==> src/rtl/batt_assist_pkg.sv <==
// Package: shared command-kind encoding and the reserved field values that
// mark a battery-connect request.
package batt_assist_pkg;

    typedef enum logic [1:0] {
        KIND_NONE   = 2'b00,
        KIND_SELECT = 2'b01,
        KIND_WRITE  = 2'b10,
        KIND_OTHER  = 2'b11
    } cmd_kind_e;

    localparam logic [1:0]  SEL_REQ_BANK = 2'b11;
    localparam logic [15:0] SEL_REQ_PTR  = 16'h8140;
    localparam logic [1:0]  WR_REQ_BANK  = 2'b10;
    localparam logic [15:0] WR_REQ_PTR   = 16'h0040;

endpackage

==> src/rtl/batt_select_match.sv <==
// Module: batt_select_match
// Decides whether a Select record is the battery-connect form: reserved bank
// and pointer, length equal to the EPC length, and a mask equal to the EPC
// over that length. Purely combinational.
// Assumes: mask bit 0 lines up with EPC bit 0; bits at/above length ignored.
module batt_select_match
    import batt_assist_pkg::*;
#(
    parameter int MASK_W = 208,
    parameter int LEN_W  = 8
) (
    input  logic [1:0]        kind,
    input  logic [1:0]        bank,
    input  logic [15:0]       ptr,
    input  logic [LEN_W-1:0]  len,
    input  logic [MASK_W-1:0] mask,
    input  logic [MASK_W-1:0] epc,
    input  logic [LEN_W-1:0]  epc_len,
    output logic              hit
);

    logic [MASK_W-1:0] bit_ok;
    logic              len_fits;
    logic              hdr_ok;

    // Per-bit compare: a bit outside the length always passes.
    for (genvar i = 0; i < MASK_W; i++) begin : g_bit
        assign bit_ok[i] = (32'(len) <= 32'(i)) || (mask[i] == epc[i]);
    end

    // Header and length qualification.
    always_comb begin
        len_fits = (32'(len) <= 32'(MASK_W));
        hdr_ok   = (cmd_kind_e'(kind) == KIND_SELECT) &&
                   (bank == SEL_REQ_BANK) && (ptr == SEL_REQ_PTR);
    end

    // Full match only when header, length and every bit agree.
    assign hit = hdr_ok && len_fits && (len == epc_len) && (&bit_ok);

endmodule

==> src/rtl/batt_write_match.sv <==
// Module: batt_write_match
// Decides whether a Write record is the battery-connect form: reserved bank
// and word pointer. The data word is deliberately not examined.
module batt_write_match
    import batt_assist_pkg::*;
(
    input  logic [1:0]  kind,
    input  logic [1:0]  bank,
    input  logic [15:0] ptr,
    input  logic [15:0] data,
    output logic        hit
);

    logic data_unused;

    // Data is a don't-care for this request form.
    assign data_unused = ^data;

    // Header match on kind, bank and pointer.
    assign hit = (cmd_kind_e'(kind) == KIND_WRITE) &&
                 (bank == WR_REQ_BANK) && (ptr == WR_REQ_PTR);

endmodule

==> src/rtl/batt_connect_latch.sv <==
// Module: batt_connect_latch
// One-way flag set by a request and held until reset, plus a one-cycle pulse
// on the cycle the flag first goes high.
// Assumes: synchronous active-low reset.
module batt_connect_latch (
    input  logic clk,
    input  logic rst_n,
    input  logic req,
    output logic flag,
    output logic pulse
);

    // Set-only flag and first-set pulse.
    always_ff @(posedge clk) begin
        if (!rst_n) begin
            flag  <= 1'b0;
            pulse <= 1'b0;
        end else begin
            pulse <= req && !flag;
            if (req) begin
                flag <= 1'b1;
            end
        end
    end

endmodule

==> src/rtl/batt_assist_request.sv <==
// Module: batt_assist_request (top)
// Watches parsed reader commands and sets a sticky battery-connect flag when
// either special Select or special Write form arrives with valid high. The
// flag is also patched into the protocol control word.
// Assumes: one record per cycle; tag_epc_len stays stable while records come.
module batt_assist_request #(
    parameter int EPC_WORDS     = 13,
    parameter int LEN_W         = 8,
    parameter int PC_STATUS_BIT = 4,
    localparam int MASK_W       = 16 * EPC_WORDS
) (
    input  logic              clk,
    input  logic              rst_n,
    input  logic              cmd_valid,
    input  logic [1:0]        cmd_kind,
    input  logic [1:0]        cmd_bank,
    input  logic [15:0]       cmd_ptr,
    input  logic [LEN_W-1:0]  cmd_len,
    input  logic [MASK_W-1:0] cmd_mask,
    input  logic [15:0]       cmd_data,
    input  logic [MASK_W-1:0] tag_epc,
    input  logic [LEN_W-1:0]  tag_epc_len,
    input  logic [15:0]       pc_word_in,
    output logic              batt_connect,
    output logic              batt_connect_pulse,
    output logic [15:0]       pc_word_out
);

    logic sel_hit;
    logic wr_hit;
    logic req;

    batt_select_match #(
        .MASK_W (MASK_W),
        .LEN_W  (LEN_W)
    ) u_sel (
        .kind    (cmd_kind),
        .bank    (cmd_bank),
        .ptr     (cmd_ptr),
        .len     (cmd_len),
        .mask    (cmd_mask),
        .epc     (tag_epc),
        .epc_len (tag_epc_len),
        .hit     (sel_hit)
    );

    batt_write_match u_wr (
        .kind (cmd_kind),
        .bank (cmd_bank),
        .ptr  (cmd_ptr),
        .data (cmd_data),
        .hit  (wr_hit)
    );

    // A request needs the strobe and either form to match.
    assign req = cmd_valid && (sel_hit || wr_hit);

    batt_connect_latch u_latch (
        .clk   (clk),
        .rst_n (rst_n),
        .req   (req),
        .flag  (batt_connect),
        .pulse (batt_connect_pulse)
    );

    // Patch the connection status into the control word.
    always_comb begin
        pc_word_out                = pc_word_in;
        pc_word_out[PC_STATUS_BIT] = batt_connect;
    end

endmodule

==> config.mk <==
export PLATFORM = sky130hd
export DESIGN_NAME = batt_assist_request
export DESIGN_NICKNAME = d
export VERILOG_FILES = /design/src/rtl/batt_assist_pkg.sv /design/src/rtl/batt_select_match.sv /design/src/rtl/batt_write_match.sv /design/src/rtl/batt_connect_latch.sv /design/src/rtl/batt_assist_request.sv
export SDC_FILE = /design/constraint.sdc
export NUM_CORES = 1
export LEC_CHECK = 0
export ABC_AREA = 1
export BUFFER_PORTS_ARGS = -buffer_cell sky130_fd_sc_hd__buf_2
export CAP_MARGIN = 15
export CORE_AREA = 2 2 195 197
export DETAILED_ROUTE_END_ITERATION = 10
export DIE_AREA = 0 0 197 199
export PLACE_DENSITY = 0.47
export SLEW_MARGIN = 20
export SYNTH_ARGS = -nofsm -noshare
export SYNTH_HDL_FRONTEND = slang
export SYNTH_SLANG_ARGS = --single-unit
==> constraint.sdc <==
create_clock -name clk -period 4 [get_ports clk]
set_input_delay 0.4 -clock clk [delete_from_list [all_inputs] [get_ports clk]]
set_output_delay 0.4 -clock clk [all_outputs]
set_load 0.005 [all_outputs]
-- After elaboration in Yosys (flattened, before gate mapping)
Cells that the tools add are included.
- order comparisons: 209
- equal/unequal tests: 215
- reductions and logical operators: 220
- operators by type and width (cell ; count):
    $le 8x8->1 const B ; 81
    $le 8x7->1 const B ; 64
    $le 8x6->1 const B ; 32
    $logic_or 1x1->1 ; 209
    $eq 1x1->1 ; 208
    $reduce_and 208->1 ; 1
    $le 8x5->1 const B ; 16
    $le 8x4->1 const B ; 8
    $le 8x3->1 const B ; 4
    $eq 16x16->1 const B ; 1
    $eq 16x7->1 const B ; 1
    $le 8x1->1 const B ; 2
    $le 8x2->1 const B ; 2
    $logic_and 1x1->1 ; 9
    $eq 8x8->1 ; 1
    $eq 2x2->1 const B ; 3
    $eq 2x1->1 const B ; 1
    $logic_not 1->1 ; 1
- register bits after elaboration: 2
- input bits: 487
- output and inout bits: 18
- logic and storage cells: 646

-- Logic depth before layout (Yosys ltp)
- word-level depth: 9
- mapped depth: 18
- mapped depth without buffers: 17

-- Cells and area by module
From an unflattened synthesis, not the netlist that was laid out.
- cell total of the unflattened synthesis: 1200
- area total of the unflattened synthesis: 5870.6 sq um
- modules (own cells, without submodules) (module ; instances ; cells each ; area an instance (sq um) ; sequential area each (sq um)):
    batt_select_match ; 1 ; 1148 ; 5576.6 ; 0.0
    batt_assist_request ; 1 ; 19 ; 131.4 ; 0.0
    batt_write_match ; 1 ; 27 ; 105.1 ; 0.0
    batt_connect_latch ; 1 ; 6 ; 57.6 ; 40.0

-- Worst setup path before layout
OpenSTA, ideal clock, no wires.
- kind: input port to flip-flop
- start: input cmd_len[7]
- end: register u_latch.pulse
- library setup time: 0.064 ns
- arrival: 1.865 ns
- required time: 3.936 ns
- setup slack: 2.071 ns
- stages: 17
- buffers on the path: 2
- cell sequence: buf_4 > nor2_2 > buf_4 > nand2_1 > inv_2 > nand2_1 > nand3_1 > nand2_1 > nor2_1 > nand2_1 > nor2_1 > nand2_1 > nor2_1 > nand2_1 > o21bai_1 > nand2_1 > nor2_1
- word-level cells in the longest chain between the ends: 7
- elaborated cells between the ends (all ways): 425
- classes of those cells: order compare (209); eq/ne (1); reduce/logical (215)
- ends and longest elaborated chain (element ; line ; source):
    from (decl) ; batt_assist_request.sv:18 ; input logic [LEN_W-1:0] cmd_len,
    $le 8x1->1 (tied with other cells) ; batt_select_match.sv:28 ; assign bit_ok[i] = (32'(len) <= 32'(i)) || (mask[i] == epc[i]);
    $logic_or 1x1->1 / $logic_and 1x1->1 (equally long branches) ; batt_select_match.sv:28, batt_select_match.sv:39 ;
    $reduce_and 208->1 / $logic_and 1x1->1 (equally long branches) ; batt_select_match.sv:39 ; assign hit = hdr_ok && len_fits && (len == epc_len) && (&bit_ok);
    $logic_and 1x1->1 * ; batt_select_match.sv:39 ;
    $logic_or 1x1->1 * ; batt_assist_request.sv:56 ; assign req = cmd_valid && (sel_hit || wr_hit);
    $logic_and 1x1->1 * ; batt_assist_request.sv:56 ;
    $logic_and 1x1->1 * ; batt_connect_latch.sv:19 ; pulse <= req && !flag;
    to (signal assigned) ; batt_connect_latch.sv:19 ;
    to (decl) ; batt_connect_latch.sv:10 ; output logic pulse
Every way passes the cells marked *; elsewhere a longest branch is shown, timed or not.
A chain may end at the register's enable or synchronous reset.

-- Final worst setup path
Ends and elaborated chain as after synthesis.

==> impl_metrics.json <==
{
  "hp-class": "primary input to flip-flop",
  "cts_buffers": 3,
  "cts_max_level": 1,
  "clk_pin_slew_ns": 0.03,
  "max_stage_delay_ns": 0.51,
  "yosys_register_bits": 2,
  "nets": 2073,
  "min_period_ns": 3.10,
  "drc": 0,
  "outcome": "completed",
  "startpoint_type": "primary input",
  "syn2layout_area_growth_pct": 49.4,
  "cp_max_fo": 18,
  "portBuffers": 457,
  "drive_gt1_frac": 0.326,
  "post-route-period-util": 0.776,
  "die_area_sq_um": 39200,
  "antenna_left": 0,
  "fin_util": 0.232,
  "arrival_ns": 3.25,
  "grt_overflow_total": 0,
  "worstSetupEndpointType": "flip-flop",
  "required_ns": 4.15,
  "clockPowerShare": 0.128,
  "cts-root-buf": "clkbuf_16",
  "synth_seq_area_share": 0.00694,
  "max_freq_ghz": 0.322,
  "critPathKind": "primary input to flip-flop",
  "fillCellCount": 4424,
  "ioPinCount": 505,
  "grt_max_degree": 19,
  "cap_violations": 0,
  "clock_skew_ns": 0.00280,
  "start_util": 0.155,
  "routed_wl_microns": 42600,
  "switching_share": 0.543,
  "hpwl_microns": 37200,
  "grt_pass1_vias": 8582,
  "crit_path_frequent_cell": "nand2_1",
  "finalSetupTns_ns": 0,
  "slew_headroom": 0.279,
  "wire_per_inst_microns": 20.7,
  "vias": 8990,
  "cellLeakagePower_uw": 0.00466,
  "row_count": 71,
  "design.core.area_sq_um": 37100,
  "post_cts_resized": 0,
  "tightestPinTransition_ns": 1.07,
  "p_seq_frac": 0.017,
  "yosysWarnings": 0,
  "dieHeight_microns": 199,
  "cts_tree": "done",
  "die_width_microns": 197,
  "place_congestion": 0.970,
  "slowest_stage": "nor2_2",
  "crit_chain": "buf_2, nor2_2, nand2_1, inv_2, nand2_1, nand3_1, nand2_1, nor2_1, nand2_1, nor2_1, nand2_1, nor2_1, nand2_1, o21bai_1, nand2_1, nor2_1",
  "synthesis.nets": 1631,
  "antenna_found_initial": 1,
  "ys_types": 25,
  "postSynthAreaPerCell_sq_um": 5.04,
  "worstSkewPairLatency_ns": 0.22,
  "crit_buf_inv": 2,
  "ir_worst_vdd_uv": 92.1,
  "p_sw_uw": 634,
  "grt_usage": 0.206,
  "cp_top_family": "simple AND/OR/NAND/NOR gates",
  "drv_slew": 0,
  "firstDrtPassIters": 7,
  "comb_power_share": 0.855,
  "cts_setup_buffers": 0,
  "p_int_uw": 533,
  "power.density_nw_per_um2": 135,
  "cts.sink_count": 2,
  "synth_area_sq_um": 5770,
  "setup_viol": 0,
  "postSynthCellCount": 1144,
  "cts_buffer_depth": 2,
  "timing_hold_violations_final": 0,
  "rsz0062_at_grt": "false",
  "drt_iter0_drc": 659,
  "hold_buffers": 0,
  "via_per_inst": 4.37,
  "grt_pass1_wl_microns": 57400
}
cell usage in the layout (no fill, tap or decap), types with 3 or more instances in the layout:
master,Yosys,routed
nand4_1,5,5
xor2_1,163,163
buf_2,13,457
inv_1,35,35
nand2_1,492,492
nand3_1,62,62
buf_4,21,18
o211ai_1,3,3
nor2_1,157,157
inv_2,9,9
a21oi_1,18,18
o21ai_1,8,8
clkbuf_16,0,3
o21ai_0,88,88
or2_2,3,3
nor2_4,6,6
nor2_2,11,11
xnor2_1,33,33
nand2_2,7,7
final timing paths:
kind                                   start             to  slack (ns)  cells past startpoint
worst max-delay path              cmd_len[7]  u_latch.pulse        0.90                     16
worst min-delay path                   rst_n   u_latch.flag        0.41                      3
worst max register to register  u_latch.flag   u_latch.flag        3.42                      2
worst min register to register  u_latch.flag  u_latch.pulse        0.51                      1
sequential cells by signal (all words and copies together), names as in the netlist:
name	cells
u_latch.pulse	1
u_latch.flag	1
power groups by stage:
stage,combinational (uW),sequential (uW),clock [uW]
CTS,1010,20.1,153
detailed placement,1000,20.4,0
global placement,1000,20.4,0
global route,1090,20.1,155
finish,998,20.1,150
floorplan,467,20.4,0
cell usage after synthesis:
cell	n	area (sq um)
clkbuf_1	3	11.3
nand3_1	62	310
buf_4	21	158
o211ai_1	3	22.5
nand2_4	1	11.3
o21bai_1	1	7.51
inv_4	1	6.26
or2_2	3	18.8
nor4_1	1	6.26
o21ai_0	88	440
o21ai_1	8	40.0
buf_2	13	65.1
xnor2_1	33	289
inv_1	35	131
nand4_1	5	31.3
inv_2	9	33.8
nor2_4	6	67.6
nor2_2	11	68.8
nand2_1	492	1850
a21oi_1	18	90.1
xor2_1	163	1430
buf_6	1	11.3
dfxtp_1	2	40.0
nor2_1	157	589
nand2_2	7	43.8
cells by family after synthesis:
| family | after synthesis | synth area share |
|---|---|---|
| AO/OA/AOI/OAI | 118 | 0.104 |
| XOR/XNOR | 196 | 0.298 |
| buffers and inverters | 83 | 0.0722 |
| flip-flops | 2 | 0.00694 |
| AND/OR/NAND/NOR | 745 | 0.519 |
layer usage:
metal,vias to the layer above,wire length (microns),global-route usage,part of all wire
met1,3992,18000,0.264,0.42
li1,4442,-,-,-
met2,495,20700,0.375,0.49
met3,59,2760,0.0154,0.065
met4,2,1080,0.0479,0.025
met5,-,11,0,0.00026
worst register-to-register path, stage by stage (launching register included):
cell,delay (ns)
dfxtp_1,0.38
nand2_1,0.07
nand2_1,0.07
cell type report:
| type | instances | area [sq um] | share of cell area |
|---|---|---|---|
| multi-input combinational | 1059 | 5310 | 0.616 |
| inverter | 45 | 171 | 0.0199 |
| timing repair buffer | 475 | 2420 | 0.281 |
| sequential | 2 | 40.0 | 0.00465 |
| tap | 474 | 593 | 0.0688 |
| clock buffer | 3 | 75.1 | 0.00871 |
| antenna | 1 | 2.50 | 0.000290 |
metrics by stage:
step / worst slack, ns / hold WS (ns) / power [uW] / cell area [sq um] / std cells
6_report: 0.895 / 0.409 / 1170 / 8620 / 2059
5_1_grt: 0.635 / 0.445 / 1270 / 8610 / 2058
4_1_cts: 0.928 / 0.409 / 1180 / 8610 / 2058
3_5_place_dp: 0.708 / 0.483 / 1020 / 8540 / 2055
3_3_place_gp: 0.772 / 0.443 / 1020 / 8540 / 2055
2_1_floorplan: 2.07 / 0.440 / 487 / 5770 / 1144
(Power assumes the default switching activity.)
